--- config.mk ---
export PLATFORM = sky130hd
export DESIGN_NAME = tmr_pin_unit
export DESIGN_NICKNAME = d
export VERILOG_FILES = /design/src/rtl/tmr_pkg.sv /design/src/rtl/tmr_pin_sync.sv /design/src/rtl/tmr_src_div.sv /design/src/rtl/tmr_reload_cnt.sv /design/src/rtl/tmr_pin_unit.sv
export SDC_FILE = /design/constraint.sdc
export NUM_CORES = 1
export LEC_CHECK = 0
export CAP_MARGIN = 20
export CORE_MARGIN = 4
export CORE_UTILIZATION = 45
export CTS_BUF_LIST = sky130_fd_sc_hd__clkbuf_8
export DETAILED_ROUTE_END_ITERATION = 12
export DONT_BUFFER_PORTS = 1
export PLACE_DENSITY = 0.59
export SYNTH_ARGS = -nofsm -noshare
export SYNTH_HDL_FRONTEND = slang
export SYNTH_SLANG_ARGS = --single-unit
--- constraint.sdc ---
create_clock -name clk -period 4.3 [get_ports clk]
set_input_delay 0.43 -clock clk [delete_from_list [all_inputs] [get_ports clk]]
set_output_delay 0.43 -clock clk [all_outputs]
set_load 0.01 [all_outputs]
--- src/rtl/tmr_pkg.sv ---
`timescale 1ns/1ps
package tmr_pkg;
  typedef enum logic [1:0] {
    MODE_TIMER = 2'd0,
    MODE_PULSE = 2'd1,
    MODE_EVENT = 2'd2,
    MODE_WIDTH = 2'd3
  } tmr_mode_e;

  typedef struct packed {
    logic      stop;
    logic      src_slow;
    logic      pol;
    tmr_mode_e mode;
  } tmr_ctl_t;

  localparam int CTL_BITS = $bits(tmr_ctl_t);

  localparam logic [1:0] ADDR_PRE = 2'd0;
  localparam logic [1:0] ADDR_TMR = 2'd1;
  localparam logic [1:0] ADDR_CTL = 2'd2;
endpackage

--- src/rtl/tmr_pin_sync.sv ---
`timescale 1ns/1ps
// Multi-stage synchronizer with edge detection on the settled level.
module tmr_pin_sync #(
  parameter int STAGES = 2
) (
  input  logic clk,
  input  logic rst,
  input  logic pin,
  output logic lvl,
  output logic rise,
  output logic fall
);
  logic [STAGES-1:0] sh;
  logic              prev;

  generate
    for (genvar i = 0; i < STAGES; i++) begin : g_stage
      if (i == 0) begin : g_first
        always_ff @(posedge clk) begin
          if (rst) sh[0] <= 1'b0;
          else     sh[0] <= pin;
        end
      end else begin : g_next
        always_ff @(posedge clk) begin
          if (rst) sh[i] <= 1'b0;
          else     sh[i] <= sh[i-1];
        end
      end
    end
  endgenerate

  always_ff @(posedge clk) begin
    if (rst) prev <= 1'b0;
    else     prev <= sh[STAGES-1];
  end

  assign lvl  = sh[STAGES-1];
  assign rise = lvl & ~prev;
  assign fall = ~lvl & prev;
endmodule

--- src/rtl/tmr_src_div.sv ---
`timescale 1ns/1ps
// Free-running divider giving a fast and a slow count-source tick.
module tmr_src_div #(
  parameter int DIV_LO = 2,
  parameter int DIV_HI = 16
) (
  input  logic clk,
  input  logic rst,
  input  logic sel_slow,
  output logic tick
);
  localparam int DIVW = (DIV_HI > 2) ? $clog2(DIV_HI) : 1;
  localparam logic [DIVW-1:0] LAST_HI = DIVW'(DIV_HI - 1);
  localparam logic [DIVW-1:0] MASK_LO = DIVW'(DIV_LO - 1);

  logic [DIVW-1:0] div_cnt;

  always_ff @(posedge clk) begin
    if (rst)                     div_cnt <= '0;
    else if (div_cnt == LAST_HI) div_cnt <= '0;
    else                         div_cnt <= div_cnt + 1'b1;
  end

  assign tick = sel_slow ? (div_cnt == LAST_HI)
                         : ((div_cnt & MASK_LO) == MASK_LO);
endmodule

--- src/rtl/tmr_reload_cnt.sv ---
`timescale 1ns/1ps
// One down-counting stage with its reload latch.
module tmr_reload_cnt #(
  parameter int W = 8
) (
  input  logic         clk,
  input  logic         rst,
  input  logic         step,
  input  logic         wr,
  input  logic [W-1:0] wr_val,
  input  logic         load_now,
  output logic [W-1:0] cnt,
  output logic [W-1:0] lat,
  output logic         uf
);
  assign uf = step && (cnt == '0);

  always_ff @(posedge clk) begin
    if (rst) begin
      cnt <= '1;
      lat <= '1;
    end else begin
      if (step) cnt <= (cnt == '0) ? lat : cnt - 1'b1;
      if (wr) begin
        lat <= wr_val;
        if (load_now) cnt <= wr_val;
      end
    end
  end
endmodule

--- src/rtl/tmr_pin_unit.sv ---
`timescale 1ns/1ps
module tmr_pin_unit
  import tmr_pkg::*;
#(
  parameter int W           = 8,
  parameter int DIV_LO      = 2,
  parameter int DIV_HI      = 16,
  parameter int SYNC_STAGES = 2
) (
  input  logic         clk,
  input  logic         rst,
  input  logic         wr_en,
  input  logic [1:0]   wr_addr,
  input  logic [W-1:0] wr_data,
  input  logic         rd_en,
  input  logic         rd_sel,
  output logic [W-1:0] rd_data,
  input  logic         pin_in,
  output logic         pin_out,
  output logic         pin_oe,
  output logic         tmr_irq,
  output logic         pin_irq
);
  tmr_ctl_t     ctl;
  logic         pin_lvl, pin_rise, pin_fall;
  logic         tick, edge_act, raw_pulse, cnt_pulse;
  logic         pre_uf, tmr_uf;
  logic [W-1:0] pre_cnt, tmr_cnt, pre_lat, tmr_lat;
  logic         wr_pre, wr_tmr, wr_ctl;

  assign wr_pre = wr_en && (wr_addr == ADDR_PRE);
  assign wr_tmr = wr_en && (wr_addr == ADDR_TMR);
  assign wr_ctl = wr_en && (wr_addr == ADDR_CTL);

  tmr_pin_sync #(.STAGES(SYNC_STAGES)) u_sync (
    .clk(clk), .rst(rst), .pin(pin_in),
    .lvl(pin_lvl), .rise(pin_rise), .fall(pin_fall)
  );

  tmr_src_div #(.DIV_LO(DIV_LO), .DIV_HI(DIV_HI)) u_div (
    .clk(clk), .rst(rst), .sel_slow(ctl.src_slow), .tick(tick)
  );

  assign edge_act = ctl.pol ? pin_fall : pin_rise;

  always_comb begin
    case (ctl.mode)
      MODE_EVENT: raw_pulse = edge_act;
      MODE_WIDTH: raw_pulse = tick && (pin_lvl != ctl.pol);
      default:    raw_pulse = tick;
    endcase
    cnt_pulse = raw_pulse && !ctl.stop;
  end

  tmr_reload_cnt #(.W(W)) u_pre (
    .clk(clk), .rst(rst), .step(cnt_pulse), .wr(wr_pre), .wr_val(wr_data),
    .load_now(ctl.stop), .cnt(pre_cnt), .lat(pre_lat), .uf(pre_uf)
  );

  tmr_reload_cnt #(.W(W)) u_tmr (
    .clk(clk), .rst(rst), .step(pre_uf), .wr(wr_tmr), .wr_val(wr_data),
    .load_now(ctl.stop), .cnt(tmr_cnt), .lat(tmr_lat), .uf(tmr_uf)
  );

  always_ff @(posedge clk) begin
    if (rst) begin
      ctl     <= '{stop: 1'b1, src_slow: 1'b0, pol: 1'b0, mode: MODE_TIMER};
      pin_oe  <= 1'b0;
      pin_out <= 1'b0;
      tmr_irq <= 1'b0;
      pin_irq <= 1'b0;
      rd_data <= '0;
    end else begin
      tmr_irq <= tmr_uf;
      pin_irq <= edge_act;
      if (wr_ctl) begin
        ctl     <= tmr_ctl_t'(wr_data[CTL_BITS-1:0]);
        pin_oe  <= (tmr_mode_e'(wr_data[1:0]) == MODE_PULSE);
        pin_out <= ~wr_data[2];
      end else if (ctl.mode == MODE_PULSE && tmr_uf) begin
        pin_out <= ~pin_out;
      end
      if (rd_en) rd_data <= rd_sel ? pre_cnt : tmr_cnt;
    end
  end
endmodule

==> impl_metrics.py <==
metrics = {
    "cells_and_area": {
        "layout-area-overhead-vs-synth_pct": 4.59,
        "regArea_mm2": 0.00112,
        "diodes": 0,
        "nets": 326,
        "multiInputGateArea_mm2": 0.00153,
        "fillers": 599,
        "layout-drive-gt1-share_pct": 6.19,
    },
    "synth": {
        "yosys.area_share.adder_pct": 1.80,
        "synth-seq-cells": 56,
        "synthFlopType": "dfxtp_1",
        "synth-xor-area-share_pct": 1.58,
        "synth_cells": 322,
        "synthDistinctLibCells": 51,
        "async_flop_share_pct": 0,
        "synth_area_mm2": 0.00278,
        "synth_compound_area_share_pct": 24.1,
        "avgSynthCellArea_um2": 8.63,
        "syn_nets": 342,
        "synth_top_family_by_area": "compound AO/OA/AOI/OAI gates",
        "synth_edf_count": 0,
        "synthMuxAreaShare_pct": 4.32,
        "yosys_warnings": 0,
        "synthSimpleGateAreaFrac_pct": 22.9,
        "synth.yosys.seq_area_share_pct": 40.3,
    },
    "cts": {
        "cts_setup_buffers": 0,
        "cts_root_buffer": "clkbuf_8",
        "cts_max_path_buffers": 2,
        "cts_buffers": 5,
        "cts.sink_count": 56,
        "clock_latency_ps": 310,
        "cts.reportedPaths.clkPinSlew_ps": 100,
        "cts_tree": "yes",
        "ctsResizeCount": 0,
        "htreeDepth": 2,
        "hold_buffers": 0,
    },
    "global_route": {
        "gr-total-overflow": 0,
        "antenna_found_initial": 0,
        "grt_use_total_pct": 19.3,
        "grt_max_degree": 60,
        "grt_pass1_wl_um": 11100,
        "grt_pass1_vias": 2083,
    },
    "critical_path": {
        "critPathRequiredTime_ps": 4520,
        "critPathBufInv": 1,
        "critPathArrivalTime_ps": 2830,
        "r2r_slack_ps": 1690,
        "crit_type": "flop to flop",
        "rr_worst_depth": 7,
        "cp_slowest_cell": "or4_1",
        "reg2reg_from": "u_pre.cnt[0]$_SDFF_PP1_",
        "cpPeakStageDelay_ps": 770,
        "path_cells": "inv_1 -> ha_1 -> or4b_1 -> or4_1 -> a21oi_1 -> nand2_1 -> a31o_1",
        "end_kind": "flop",
        "cp-start-kind": "flop",
        "cp_max_fo": 16,
        "critPathTopFamily": "simple AND/OR/NAND/NOR gates",
        "critPathLaunch": "u_pre.cnt[0]$_SDFF_PP1_",
        "r2r_end": "u_tmr.cnt[0]$_SDFF_PP1_",
    },
    "pwr": {
        "peakVddDrop_mv": 0.166,
        "p_total_mw": 1.04,
        "p_leak_nw": 1.10,
        "powerDensity_mw_per_mm2": 357,
    },
    "detailed_routing": {
        "via_count": 2323,
        "route.antenna.remaining_nets": 0,
        "vias_per_cell": 6.08,
        "wl_per_cell_um": 17.8,
        "dr.pass1.iters": 4,
        "drt_iter0_markers": 145,
        "routed_wl_um": 6820,
        "drc": 0,
    },
    "worst_hold_path": {
        "hold_path_end": "u_div.div_cnt[3]$_SDFF_PP0_",
        "hold_depth": 1,
        "min-delay-start": "rst",
        "worstHoldPathType": "primary input to flop",
    },
    "timing": {
        "rsz0062_at_grt": "false",
        "drv_slew": 0,
        "period_minus_slack_ps": 2610,
        "skew_ps": 6.70,
        "setup-tns-final_ps": 0,
        "fmax_mhz": 383,
        "relSlewSlack_pct": 41.0,
        "fin_crit_sh_pct": 60.7,
        "setup_viol_count_final": 0,
        "hold_violations": 0,
        "tightestPinTransition_ps": 884,
    },
    "die": {
        "ios": 28,
        "fp-row-count": 28,
        "initial_utilization_pct": 46.7,
        "chipWidth_um": 86.6,
        "die_area_mm2": 0.00750,
        "fp.dieH_um": 86.6,
        "coreArea_mm2": 0.00596,
    },
    "flow_run": {
        "drv_cap": 0,
    },
    "placement": {
        "dp_hpwl_um": 4630,
        "place.gp.congestion": 0.824,
        "portBuffers": 0,
    },
    "run_status": {
        "status": "completed",
    },
}
-- state kept, by name (all words and copies together) (netlist names) --
| register | flops |
|---|---|
| u_sync.sh | 1 |
| u_div.div_cnt | 4 |
| ctl | 5 |
| pin_irq | 1 |
| pin_out | 1 |
| pin_oe | 1 |
| tmr_irq | 1 |
| u_sync.lvl | 1 |
| u_pre.lat | 8 |
| u_tmr.cnt | 8 |
| u_tmr.lat | 8 |
| u_pre.cnt | 8 |
| u_sync.prev | 1 |
| rd_data | 8 |
-- worst register-to-register path, delay by kind of cell, from the launching register on --
family | cells | cell delay [ps]
compound gates | 2 | 450
fa+ha+maj | 1 | 190
buf+inv | 1 | 80
flops | 1 | 380
simple gates | 3 | 1430
-- cell usage after synthesis (5+ instances only) --
cell type / number / share of area (%)
inv_1: 7 / 0.95
o31ai_1: 5 / 1.4
clkbuf_1: 17 / 2.3
nor2_1: 21 / 2.8
dfxtp_1: 56 / 40
mux2i_1: 12 / 4.3
a211o_1: 16 / 5.0
nand3_1: 7 / 1.3
o21ai_0: 6 / 1.1
nor4_1: 5 / 1.1
a21oi_1: 25 / 4.5
a211oi_1: 11 / 3.0
nor2b_1: 20 / 4.5
nand2_1: 26 / 3.5
nor3_1: 12 / 2.2
o211ai_1: 8 / 2.2
-- cell type report --
class	instances	share of cell area (%)
Clock inverter	1	1.03
Inverter	7	0.904
Tap cell	75	3.23
Multi-Input combinational cell	234	52.5
Sequential cell	56	38.6
Clock buffer	7	3.31
Timing Repair Buffer	2	0.516
-- cells by family after synthesis --
family                     after synthesis
and+or+nand+nor                        119
AOI/OAI and AO/OA                       94
DFF                                     56
buffers and inverters                   32
muxes                                   12
xor gates and xnor gates                 5
adders and majority gates                4
-- report_power, final --
part           internal, mW  total (mW)  switching [mW]
Combinational        0.0422      0.0798          0.0376
Clock                 0.206       0.381           0.175
Sequential            0.547       0.579          0.0319
-- per-layer routing --
layer | track usage [%] | vias to the layer above | part of all wire (%)
met4 | 8.36 | 0 | 2.2
li1 | - | 1142 | -
met1 | 29.2 | 1089 | 49
met5 | 0 | - | 0
met2 | 26.3 | 78 | 41
met3 | 3.42 | 14 | 7.7
-- per-stage QoR --
step	instance area (um^2)	util (%)	hold WS, ps	setup WS, ps	instances
after global routing	2910	48.8	148	1560	382
after floorplan	2780	-	414	2070	322
after global placement	2780	46.7	420	1770	374
final	2910	48.8	183	1690	382
after CTS	2910	48.8	162	1700	382
after detailed placement	2780	46.7	423	1720	374
-- cell usage in the layout (no fill, tap or decap), types with 3 or more instances in the layout --
| master | n |
|---|---|
| a211o_1 | 16 |
| a211oi_1 | 11 |
| a21oi_1 | 25 |
| a2bb2oi_1 | 3 |
| a31oi_1 | 4 |
| and2_1 | 3 |
| and3_1 | 3 |
| clkbuf_8 | 7 |
| dfxtp_1 | 56 |
| ha_1 | 4 |
| inv_1 | 7 |
| mux2i_1 | 12 |
| nand2_1 | 26 |
| nand3_1 | 7 |
| nand3b_1 | 3 |
| nor2_1 | 21 |
| nor2b_1 | 20 |
| nor3_1 | 12 |
| nor4_1 | 5 |
| o211ai_1 | 8 |
| o21ai_0 | 6 |
| o21ai_1 | 4 |
| o31ai_1 | 5 |
| xor2_1 | 3 |
-- worst max path at each step --
stage	endpoint	slack (ps)	cells after the start
floorplan	u_tmr.cnt[7]$_SDFF_PP1_	2070	9
global placement	u_tmr.cnt[0]$_SDFF_PP1_	1770	7
detailed placement	u_tmr.cnt[0]$_SDFF_PP1_	1720	7
CTS	u_tmr.cnt[0]$_SDFF_PP1_	1700	7
global route	u_pre.cnt[6]$_SDFF_PP1_	1560	6
finish	u_tmr.cnt[0]$_SDFF_PP1_	1690	7
Power figures use the tool's default switching activity.
